==> src/rtl/uart_lcb_pkg.sv <==
package uart_lcb_pkg;

    localparam int LC_W      = 6;
    localparam int FRAC_W    = 3;
    localparam int OS_RATE   = 16;
    localparam int SLOT_W    = $clog2(OS_RATE);

    localparam int LC_WIDTH_LSB = 0;
    localparam int LC_STOP2     = 2;
    localparam int LC_EVEN      = 3;
    localparam int LC_PAR_ON    = 5;

    typedef enum logic [1:0] {
        PAR_NONE = 2'd0,
        PAR_ODD  = 2'd1,
        PAR_EVEN = 2'd2
    } parity_e;

    typedef struct packed {
        logic [3:0] data_bits;
        logic [1:0] stop_bits;
        parity_e    parity;
        logic [3:0] frame_len;
    } frame_cfg_t;

    function automatic frame_cfg_t decode_line(input logic [LC_W-1:0] lc);
        frame_cfg_t r;
        r.data_bits = 4'd5 + {2'b00, lc[LC_WIDTH_LSB +: 2]};
        r.stop_bits = lc[LC_STOP2] ? 2'd2 : 2'd1;
        if (!lc[LC_PAR_ON])
            r.parity = PAR_NONE;
        else if (lc[LC_EVEN])
            r.parity = PAR_EVEN;
        else
            r.parity = PAR_ODD;
        r.frame_len = 4'd1 + r.data_bits + {2'b00, r.stop_bits}
                    + ((r.parity != PAR_NONE) ? 4'd1 : 4'd0);
        return r;
    endfunction

endpackage

==> src/rtl/ulb_cfg_regs.sv <==
module ulb_cfg_regs
    import uart_lcb_pkg::*;
#(
    parameter int DIV_W = 16
) (
    input  logic              clk,
    input  logic              rst,
    input  logic              lc_we,
    input  logic [LC_W-1:0]   lc_wdata,
    input  logic              div_we,
    input  logic [DIV_W-1:0]  div_wdata,
    input  logic              frac_we,
    input  logic [FRAC_W-1:0] frac_wdata,
    output logic [LC_W-1:0]   act_lc,
    output logic [DIV_W-1:0]  act_div,
    output logic [FRAC_W-1:0] act_frac,
    output logic              apply
);

    logic [LC_W-1:0]   lc_q,   lc_n;
    logic [DIV_W-1:0]  div_q,  div_n;
    logic [FRAC_W-1:0] frac_q, frac_n;
    logic              any_we;

    always_comb begin
        lc_n   = lc_we   ? lc_wdata   : lc_q;
        div_n  = div_we  ? div_wdata  : div_q;
        frac_n = frac_we ? frac_wdata : frac_q;
        any_we = lc_we | div_we | frac_we;
        apply  = any_we && (div_n != '0);
    end

    // held copies of the written words
    always_ff @(posedge clk) begin
        if (rst) begin
            lc_q   <= '0;
            div_q  <= '0;
            frac_q <= '0;
        end else begin
            lc_q   <= lc_n;
            div_q  <= div_n;
            frac_q <= frac_n;
        end
    end

    // active settings, only replaced when the divisor is nonzero
    always_ff @(posedge clk) begin
        if (rst) begin
            act_lc   <= '0;
            act_div  <= '0;
            act_frac <= '0;
        end else if (apply) begin
            act_lc   <= lc_n;
            act_div  <= div_n;
            act_frac <= frac_n;
        end
    end

    assert_zero_div_R8: assert property (@(posedge clk) disable iff (rst)
        (div_we && div_wdata == '0) |=>
            ($stable(act_lc) && $stable(act_div) && $stable(act_frac)));

    assert_idle_hold_R8: assert property (@(posedge clk) disable iff (rst)
        (!lc_we && !div_we && !frac_we) |=>
            ($stable(act_lc) && $stable(act_div) && $stable(act_frac)));

    assert_apply_div_R9: assert property (@(posedge clk) disable iff (rst)
        (div_we && div_wdata != '0) |=> (act_div == $past(div_wdata)));

    assert_apply_lc_R11: assert property (@(posedge clk) disable iff (rst)
        (lc_we && div_we && div_wdata != '0) |=> (act_lc == $past(lc_wdata)));

endmodule

==> src/rtl/ulb_frame_decode.sv <==
module ulb_frame_decode
    import uart_lcb_pkg::*;
(
    input  logic            clk,
    input  logic            rst,
    input  logic [LC_W-1:0] act_lc,
    output frame_cfg_t      cfg
);

    always_comb cfg = decode_line(act_lc);

    assert_width_range_R1: assert property (@(posedge clk) disable iff (rst)
        (cfg.data_bits >= 4'd5 && cfg.data_bits <= 4'd8));

    assert_stop_range_R2: assert property (@(posedge clk) disable iff (rst)
        (cfg.stop_bits == 2'd1 || cfg.stop_bits == 2'd2));

    assert_parity_code_R3: assert property (@(posedge clk) disable iff (rst)
        (cfg.parity != 2'd3));

    assert_frame_range_R4: assert property (@(posedge clk) disable iff (rst)
        (cfg.frame_len >= 4'd7 && cfg.frame_len <= 4'd12));

endmodule

==> src/rtl/ulb_baud_gen.sv <==
module ulb_baud_gen
    import uart_lcb_pkg::*;
#(
    parameter int DIV_W = 16
) (
    input  logic              clk,
    input  logic              rst,
    input  logic              restart,
    input  logic [DIV_W-1:0]  act_div,
    input  logic [FRAC_W-1:0] act_frac,
    output logic              os_tick,
    output logic              bit_tick
);

    localparam int CNT_W = DIV_W + 1;
    localparam int PER_W = DIV_W + SLOT_W + 1;

    logic [CNT_W-1:0]  cnt_q;
    logic [SLOT_W-1:0] slot_q;
    logic [CNT_W-1:0]  slot_len;
    logic [CNT_W-1:0]  slot_last;
    logic              stretch;
    logic              running;

    always_comb begin
        running   = (act_div != '0);
        stretch   = (slot_q < SLOT_W'(act_frac));
        slot_len  = {1'b0, act_div} + CNT_W'(1) + (stretch ? CNT_W'(1) : CNT_W'(0));
        slot_last = slot_len - CNT_W'(1);
        os_tick   = running && (cnt_q == slot_last);
        bit_tick  = os_tick && (slot_q == SLOT_W'(OS_RATE - 1));
    end

    always_ff @(posedge clk) begin
        if (rst || restart || !running) begin
            cnt_q  <= '0;
            slot_q <= '0;
        end else if (cnt_q == slot_last) begin
            cnt_q  <= '0;
            slot_q <= (slot_q == SLOT_W'(OS_RATE - 1)) ? '0 : slot_q + SLOT_W'(1);
        end else begin
            cnt_q  <= cnt_q + CNT_W'(1);
        end
    end

    // observation counters for the period and slot-count checks
    logic [PER_W-1:0]  per_q;
    logic [PER_W-1:0]  per_exp;
    logic [SLOT_W-1:0] os_seen_q;

    always_comb
        per_exp = {1'b0, act_div, {SLOT_W{1'b0}}} + PER_W'(OS_RATE - 1) + PER_W'(act_frac);

    always_ff @(posedge clk) begin
        if (rst || restart || bit_tick) begin
            per_q     <= '0;
            os_seen_q <= '0;
        end else begin
            if (running) per_q <= per_q + PER_W'(1);
            if (os_tick) os_seen_q <= os_seen_q + SLOT_W'(1);
        end
    end

    assert_bit_period_R5: assert property (@(posedge clk) disable iff (rst)
        bit_tick |-> (per_q == per_exp));

    assert_slot_count_R6: assert property (@(posedge clk) disable iff (rst)
        bit_tick |-> (os_seen_q == SLOT_W'(OS_RATE - 1)));

    assert_single_pulse_R7: assert property (@(posedge clk) disable iff (rst)
        os_tick |=> !os_tick);

    assert_idle_quiet_R10: assert property (@(posedge clk) disable iff (rst)
        (act_div == '0 && $stable(act_div)) |-> (per_q == '0));

endmodule

==> src/rtl/uart_line_baud.sv <==
module uart_line_baud
    import uart_lcb_pkg::*;
#(
    parameter int DIV_W = 16
) (
    input  logic              clk,
    input  logic              rst,
    input  logic              lc_we,
    input  logic [5:0]        lc_wdata,
    input  logic              div_we,
    input  logic [DIV_W-1:0]  div_wdata,
    input  logic              frac_we,
    input  logic [2:0]        frac_wdata,
    output logic [3:0]        data_bits,
    output logic [1:0]        stop_bits,
    output logic [1:0]        parity_mode,
    output logic [3:0]        frame_len,
    output logic              os_tick,
    output logic              bit_tick
);

    logic [LC_W-1:0]   act_lc;
    logic [DIV_W-1:0]  act_div;
    logic [FRAC_W-1:0] act_frac;
    logic              apply;
    frame_cfg_t        cfg;

    ulb_cfg_regs #(.DIV_W(DIV_W)) u_regs (
        .clk        (clk),
        .rst        (rst),
        .lc_we      (lc_we),
        .lc_wdata   (lc_wdata),
        .div_we     (div_we),
        .div_wdata  (div_wdata),
        .frac_we    (frac_we),
        .frac_wdata (frac_wdata),
        .act_lc     (act_lc),
        .act_div    (act_div),
        .act_frac   (act_frac),
        .apply      (apply)
    );

    ulb_frame_decode u_dec (
        .clk    (clk),
        .rst    (rst),
        .act_lc (act_lc),
        .cfg    (cfg)
    );

    ulb_baud_gen #(.DIV_W(DIV_W)) u_gen (
        .clk      (clk),
        .rst      (rst),
        .restart  (apply),
        .act_div  (act_div),
        .act_frac (act_frac),
        .os_tick  (os_tick),
        .bit_tick (bit_tick)
    );

    always_comb begin
        data_bits   = cfg.data_bits;
        stop_bits   = cfg.stop_bits;
        parity_mode = cfg.parity;
        frame_len   = cfg.frame_len;
    end

endmodule

==> config.mk <==
export PLATFORM = sky130hd
export DESIGN_NAME = uart_line_baud
export DESIGN_NICKNAME = d
export VERILOG_FILES = /design/src/rtl/uart_lcb_pkg.sv /design/src/rtl/ulb_cfg_regs.sv /design/src/rtl/ulb_frame_decode.sv /design/src/rtl/ulb_baud_gen.sv /design/src/rtl/uart_line_baud.sv
export SDC_FILE = /design/constraint.sdc
export NUM_CORES = 1
export LEC_CHECK = 0
export CORE_MARGIN = 10
export CORE_UTILIZATION = 25
export CTS_CLUSTER_SIZE = 25
export DETAILED_ROUTE_END_ITERATION = 7
export DONT_BUFFER_PORTS = 1
export MAX_ROUTING_LAYER = met4
export PLACE_DENSITY_LB_ADDON = 0.3
export SLEW_MARGIN = 15
export SYNTH_ARGS = -nofsm -noshare
export SYNTH_HDL_FRONTEND = slang
export SYNTH_SLANG_ARGS = --single-unit
==> constraint.sdc <==
create_clock -name clk -period 6.25 [get_ports clk]
set_input_delay 0.625 -clock clk [delete_from_list [all_inputs] [get_ports clk]]
set_output_delay 0.625 -clock clk [all_outputs]
set_load 0.03 [all_outputs]
* Word level (Yosys, flattened, before mapping) *
Index checks and enable logic that the tools add are counted.

cells by class
  add/subtract/negate cells = 9
  $lt $le $gt $ge = 1
  equality and inequality tests = 2
  mux-type cells = 9
  bitwise logic cells = 2
  reductions and logical operators = 10

operators by type and width
  cell                     number
  $reduce_bool A16 Y1      2
  $add A16 B1 Y17 const B  1
  $add A17 B1 Y17 const B  1
  $add A17 B17 Y17         1
  $eq A17 B17 Y1           1
  $sub A17 B1 Y17 const B  1
  $mux W16                 1
  $mux W2                  3
  $mux W6                  1
  $add A1 B4 Y4 const A    1
  $add A3 B2 Y4 const A    1
  $add A4 B1 Y4 const B    1
  $add A4 B2 Y4            1
  $add A4 B4 Y4            1
  $eq A4 B4 Y1 const B     1
  $lt A4 B3 Y1             1
  $mux W4                  1
  $logic_and A1 B1 Y1      3
  $mux W3                  1
  $logic_or A1 B1 Y1       2
  $mux W1                  2
  $or A1 B1 Y1             2
  $reduce_bool A2 Y1       1
  $reduce_or A2 Y1         1
  $logic_not A1 Y1         1

word-level totals
  register bits after elaboration = 71
  bits of input ports = 30
  output and inout bits = 14
  logic and storage cells = 41

* Depth between registers and ports, before layout *
  word-level depth = 7
  depth in mapped cells = 13
  mapped depth without buffers = 12

* Cells and area by module *
From an unflattened synthesis, not the netlist that was laid out.

second synthesis, totals
  cells, all modules = 479
  area total of the unflattened synthesis = 4159.0 µm²

by module, submodules not included
  module            instances  cells an instance  area each (µm²)  seq. area each (µm²)
  ulb_cfg_regs      1          253                2352.3           1001.0
  ulb_baud_gen      1          201                1602.8           420.4
  ulb_frame_decode  1          25                 203.9            0.0

* Least setup slack after synthesis *
No wires, ideal clock.

  path kind = register -> output
  from = register u_regs.act_frac[1]
  to = output bit_tick
  arrival time = 3580 ps
  data required time = 5625 ps
  path slack = 2045 ps
  cell stages (with the launch flop) = 13
  buffers on the path = 0
  cells stage by stage = dfxtp_1 inv_1 ha_1 a21o_1 a211oi_1 ha_1 ha_1 nand4_1 a2111oi_0 o21a_1 o22ai_2 or4_4 nor3b_1

between the ends
  cells in the longest elaborated chain, start to end = 7

RTL lines
  what                    RTL line              text
  start, declared         ulb_cfg_regs.sv:16    output logic [FRAC_W-1:0] act_frac,
  start signal, assigned  ulb_cfg_regs.sv:55    act_frac <= frac_n;
  $lt A4 B3 Y1            ulb_baud_gen.sv:27    stretch = (slot_q < SLOT_W'(act_frac));
  $mux W1                 ulb_baud_gen.sv:28    slot_len = {1'b0, act_div} + CNT_W'(1) + (stretch ? CNT_W'(1) : CNT_W'(0));
  $add A17 B17 Y17        ulb_baud_gen.sv:28
  $sub A17 B1 Y17         ulb_baud_gen.sv:29    slot_last = slot_len - CNT_W'(1);
  $eq A17 B17 Y1          ulb_baud_gen.sv:30    os_tick = running && (cnt_q == slot_last);
  $logic_and A1 B1 Y1     ulb_baud_gen.sv:30
  $logic_and A1 B1 Y1     ulb_baud_gen.sv:31    bit_tick = os_tick && (slot_q == SLOT_W'(OS_RATE - 1));
  end, declared           uart_line_baud.sv:19  output logic bit_tick

No other way between the ends.

* Worst setup path in the final report *
Ends and elaborated chain as after synthesis.

==> flow_metrics.env <==
export IMPL_wl_microns=8390
export IMPL_worstHoldPathType="primary input to register"
export IMPL_syn2layout_area_growth_pct=13.7
export IMPL_synth_simple_area_share_pct=22.0
export IMPL_cts_htree_levels=3
export IMPL_synth_compound_area_share_pct=12.4
export IMPL_fillers=1518
export IMPL_synth_edf_count=0
export IMPL_dp_hpwl_microns=6390
export IMPL_syn_area_per_cell_sq_um=9.25
export IMPL_numPortBuffers=0
export IMPL_fmax_mhz=211
export IMPL_clock_sinks=69
export IMPL_p_total_w=0.00118
export IMPL_nNetsFinal=420
export IMPL_drt_iter0_markers=135
export IMPL_hold_buffers=0
export IMPL_cts_resized=0
export IMPL_ant_nets=0
export IMPL_worstMarginPinSlew_ns=0.700
export IMPL_clock_latency_ns=0.33
export IMPL_core_area_sq_mm=0.0139
export IMPL_grt_max_degree=28
export IMPL_clockBufferDepth=2
export IMPL_cts_root_buf="clkbuf_16"
export IMPL_crit_arrival_ns=4.10
export IMPL_ys_types=53
export IMPL_antenna_found_initial=0
export IMPL_num_rows=43
export IMPL_rsz0062_at_grt="false"
export IMPL_grt_pass1_wl_microns=13700
export IMPL_slew_headroom_pct=53.0
export IMPL_die_h_microns=139
export IMPL_fin_crit_ns=4.73
export IMPL_cts_tree="done"
export IMPL_worst_path_max_fanout=6
export IMPL_grt_use_total_pct=8.80
export IMPL_irDropWorstVdd_uv=166
export IMPL_synth_top_family_by_area="simple AND/OR/NAND/NOR gates"
export IMPL_start_util_pct=25.5
export IMPL_drive_gt1_share_pct=8.40
export IMPL_postCtsSetupRepairBufs=0
export IMPL_multiInputGateArea_sq_mm=0.00198
export IMPL_cap_violations=0
export IMPL_synth_cells=383
export IMPL_wire_per_inst_microns=15.0
export IMPL_start_kind="register"
export IMPL_pin_count=44
export IMPL_clk_pin_slew_ns=0.05
export IMPL_skew_ns=0.00479
export IMPL_dieArea_sq_mm=0.0193
export IMPL_ys_async_sr_fraction_pct=0
export IMPL_die_w_microns=139
export IMPL_synth_area_sq_mm=0.00354
export IMPL_drc=0
export IMPL_cp_end_kind="primary output"
export IMPL_report_final_hold_viol_count=0
export IMPL_synth_xor_area_share_pct=8.16
export IMPL_gp_congestion=0.832
export IMPL_grt_pass1_vias=2656
export IMPL_layout_common_cells="dfxtp_1, nor2_1, nor3_1"
export IMPL_fin_crit_sh_pct=75.7
export IMPL_setup_tns_ns=0
export IMPL_cts_buffers=9
export IMPL_ys_ff_latch=69
export IMPL_ys_warn_count=0
export IMPL_regArea_sq_mm=0.00138
export IMPL_drt_pass1_iterations=4
export IMPL_final_common_cell="dfxtp_1"
export IMPL_p_per_area_mw_per_mm2=294
export IMPL_status="finished, final reports clean"
export IMPL_viasPerCell=4.95
export IMPL_setup_viol=0
export IMPL_muxShareOfSynthArea_pct=8.02
export IMPL_dr_total_vias=2777
export IMPL_crit_type="register to primary output"
export IMPL_gr_total_overflow=0
export IMPL_num_antenna_cells=0
export IMPL_cp_required_ns=5.62
export IMPL_leakage_nw=1.49
export IMPL_syn_nets=427
export IMPL_ys_flop_type="dfxtp_1"
export IMPL_synthAdderAreaFrac_pct=5.37
export IMPL_synth_seq_area_share_pct=39.0
export IMPL_drv_slew=0
==> metrics by stage <==
stage,std cells,util (%),instance area (sq um),worst slack [ns],hold WS (ns)
after detailed placement,545,26.7,3700,1.85,0.474
after global placement,545,26.7,3700,1.90,0.468
after global routing,561,29.0,4030,1.23,0.366
after CTS,561,29.0,4030,1.45,0.358
final,561,29.0,4030,1.52,0.371
after floorplan,383,-,3540,2.05,0.458
==> Yosys cell counts, drive strengths merged, types with 10 or more instances <==
master / count / area share, %
buf: 10 / 1.5
inv: 20 / 2.1
xor2: 15 / 3.7
nor4: 13 / 2.7
nor2: 41 / 4.3
xnor2: 18 / 4.4
nor3: 26 / 3.7
dfxtp: 69 / 39
nand2: 10 / 1.1
ha: 12 / 4.2
clkbuf: 13 / 1.4
o22a: 24 / 5.9
mux2i: 25 / 7.1
nand3: 17 / 3.1
==> final timing paths <==
kind,start,end,cells past startpoint,slack (ns)
worst max register to register,u_regs.act_frac[1],u_gen.slot_q[0],12,2.52
worst max-delay path,u_regs.act_frac[1],bit_tick,13,1.52
worst min-delay path,rst,u_regs.div_q[13],1,0.37
worst min register to register,u_regs.act_frac[1],u_regs.act_frac[1],1,0.48
==> layer usage <==
metal,share of wire (%),wire (microns),global-route usage (%)
met5,0,0,-
met4,2.2,184,4.39
met3,4.7,398,2.29
met2,48,4000,14.0
met1,45,3810,10.1
==> report_power, final <==
part,total [W],switching (W),internal [W]
Clock,0.000546,0.000186,0.000361
Combinational,0.000146,0.0000881,0.0000575
Sequential,0.000492,0.0000290,0.000463
Total,0.00118,0.000303,0.000881
==> cells by family after synthesis <==
group / Yosys count
xor gates and xnor gates: 33
adders and majority gates: 14
AOI/OAI and AO/OA: 53
buffers and inverters: 43
and+or+nand+nor: 143
DFF: 69
muxes: 28
==> critical path: stages (launching register included) <==
cell and delay (ns):
dfxtp_1 0.32, inv_1 0.05, ha_1 0.28, a21o_1 0.16
a211oi_1 0.34, ha_1 0.30, ha_1 0.24, nand4_1 0.26
a2111oi_0 0.47, o21a_1 0.18, o22ai_2 0.16, or4_4 0.54
nor3b_1 0.27, buf_4 0.21
==> registers in the layout (all words and copies together), names as in the netlist <==
signal           flops
u_gen.cnt_q         17
u_regs.div_q        16
u_regs.act_frac      3
u_gen.slot_q         4
u_regs.lc_q          5
u_regs.frac_q        3
u_regs.act_div      16
u_regs.act_lc        5
==> final cells by class <==
class,count,share of cell area (%)
timing repair buffer,5,0.932
inverter,20,1.86
tap,180,5.59
clock inverter,5,2.08
clock buffer,11,6.03
multi-input combinational,271,49.2
sequential,69,34.3
Note: power is estimated with default switching activity, not from simulation.
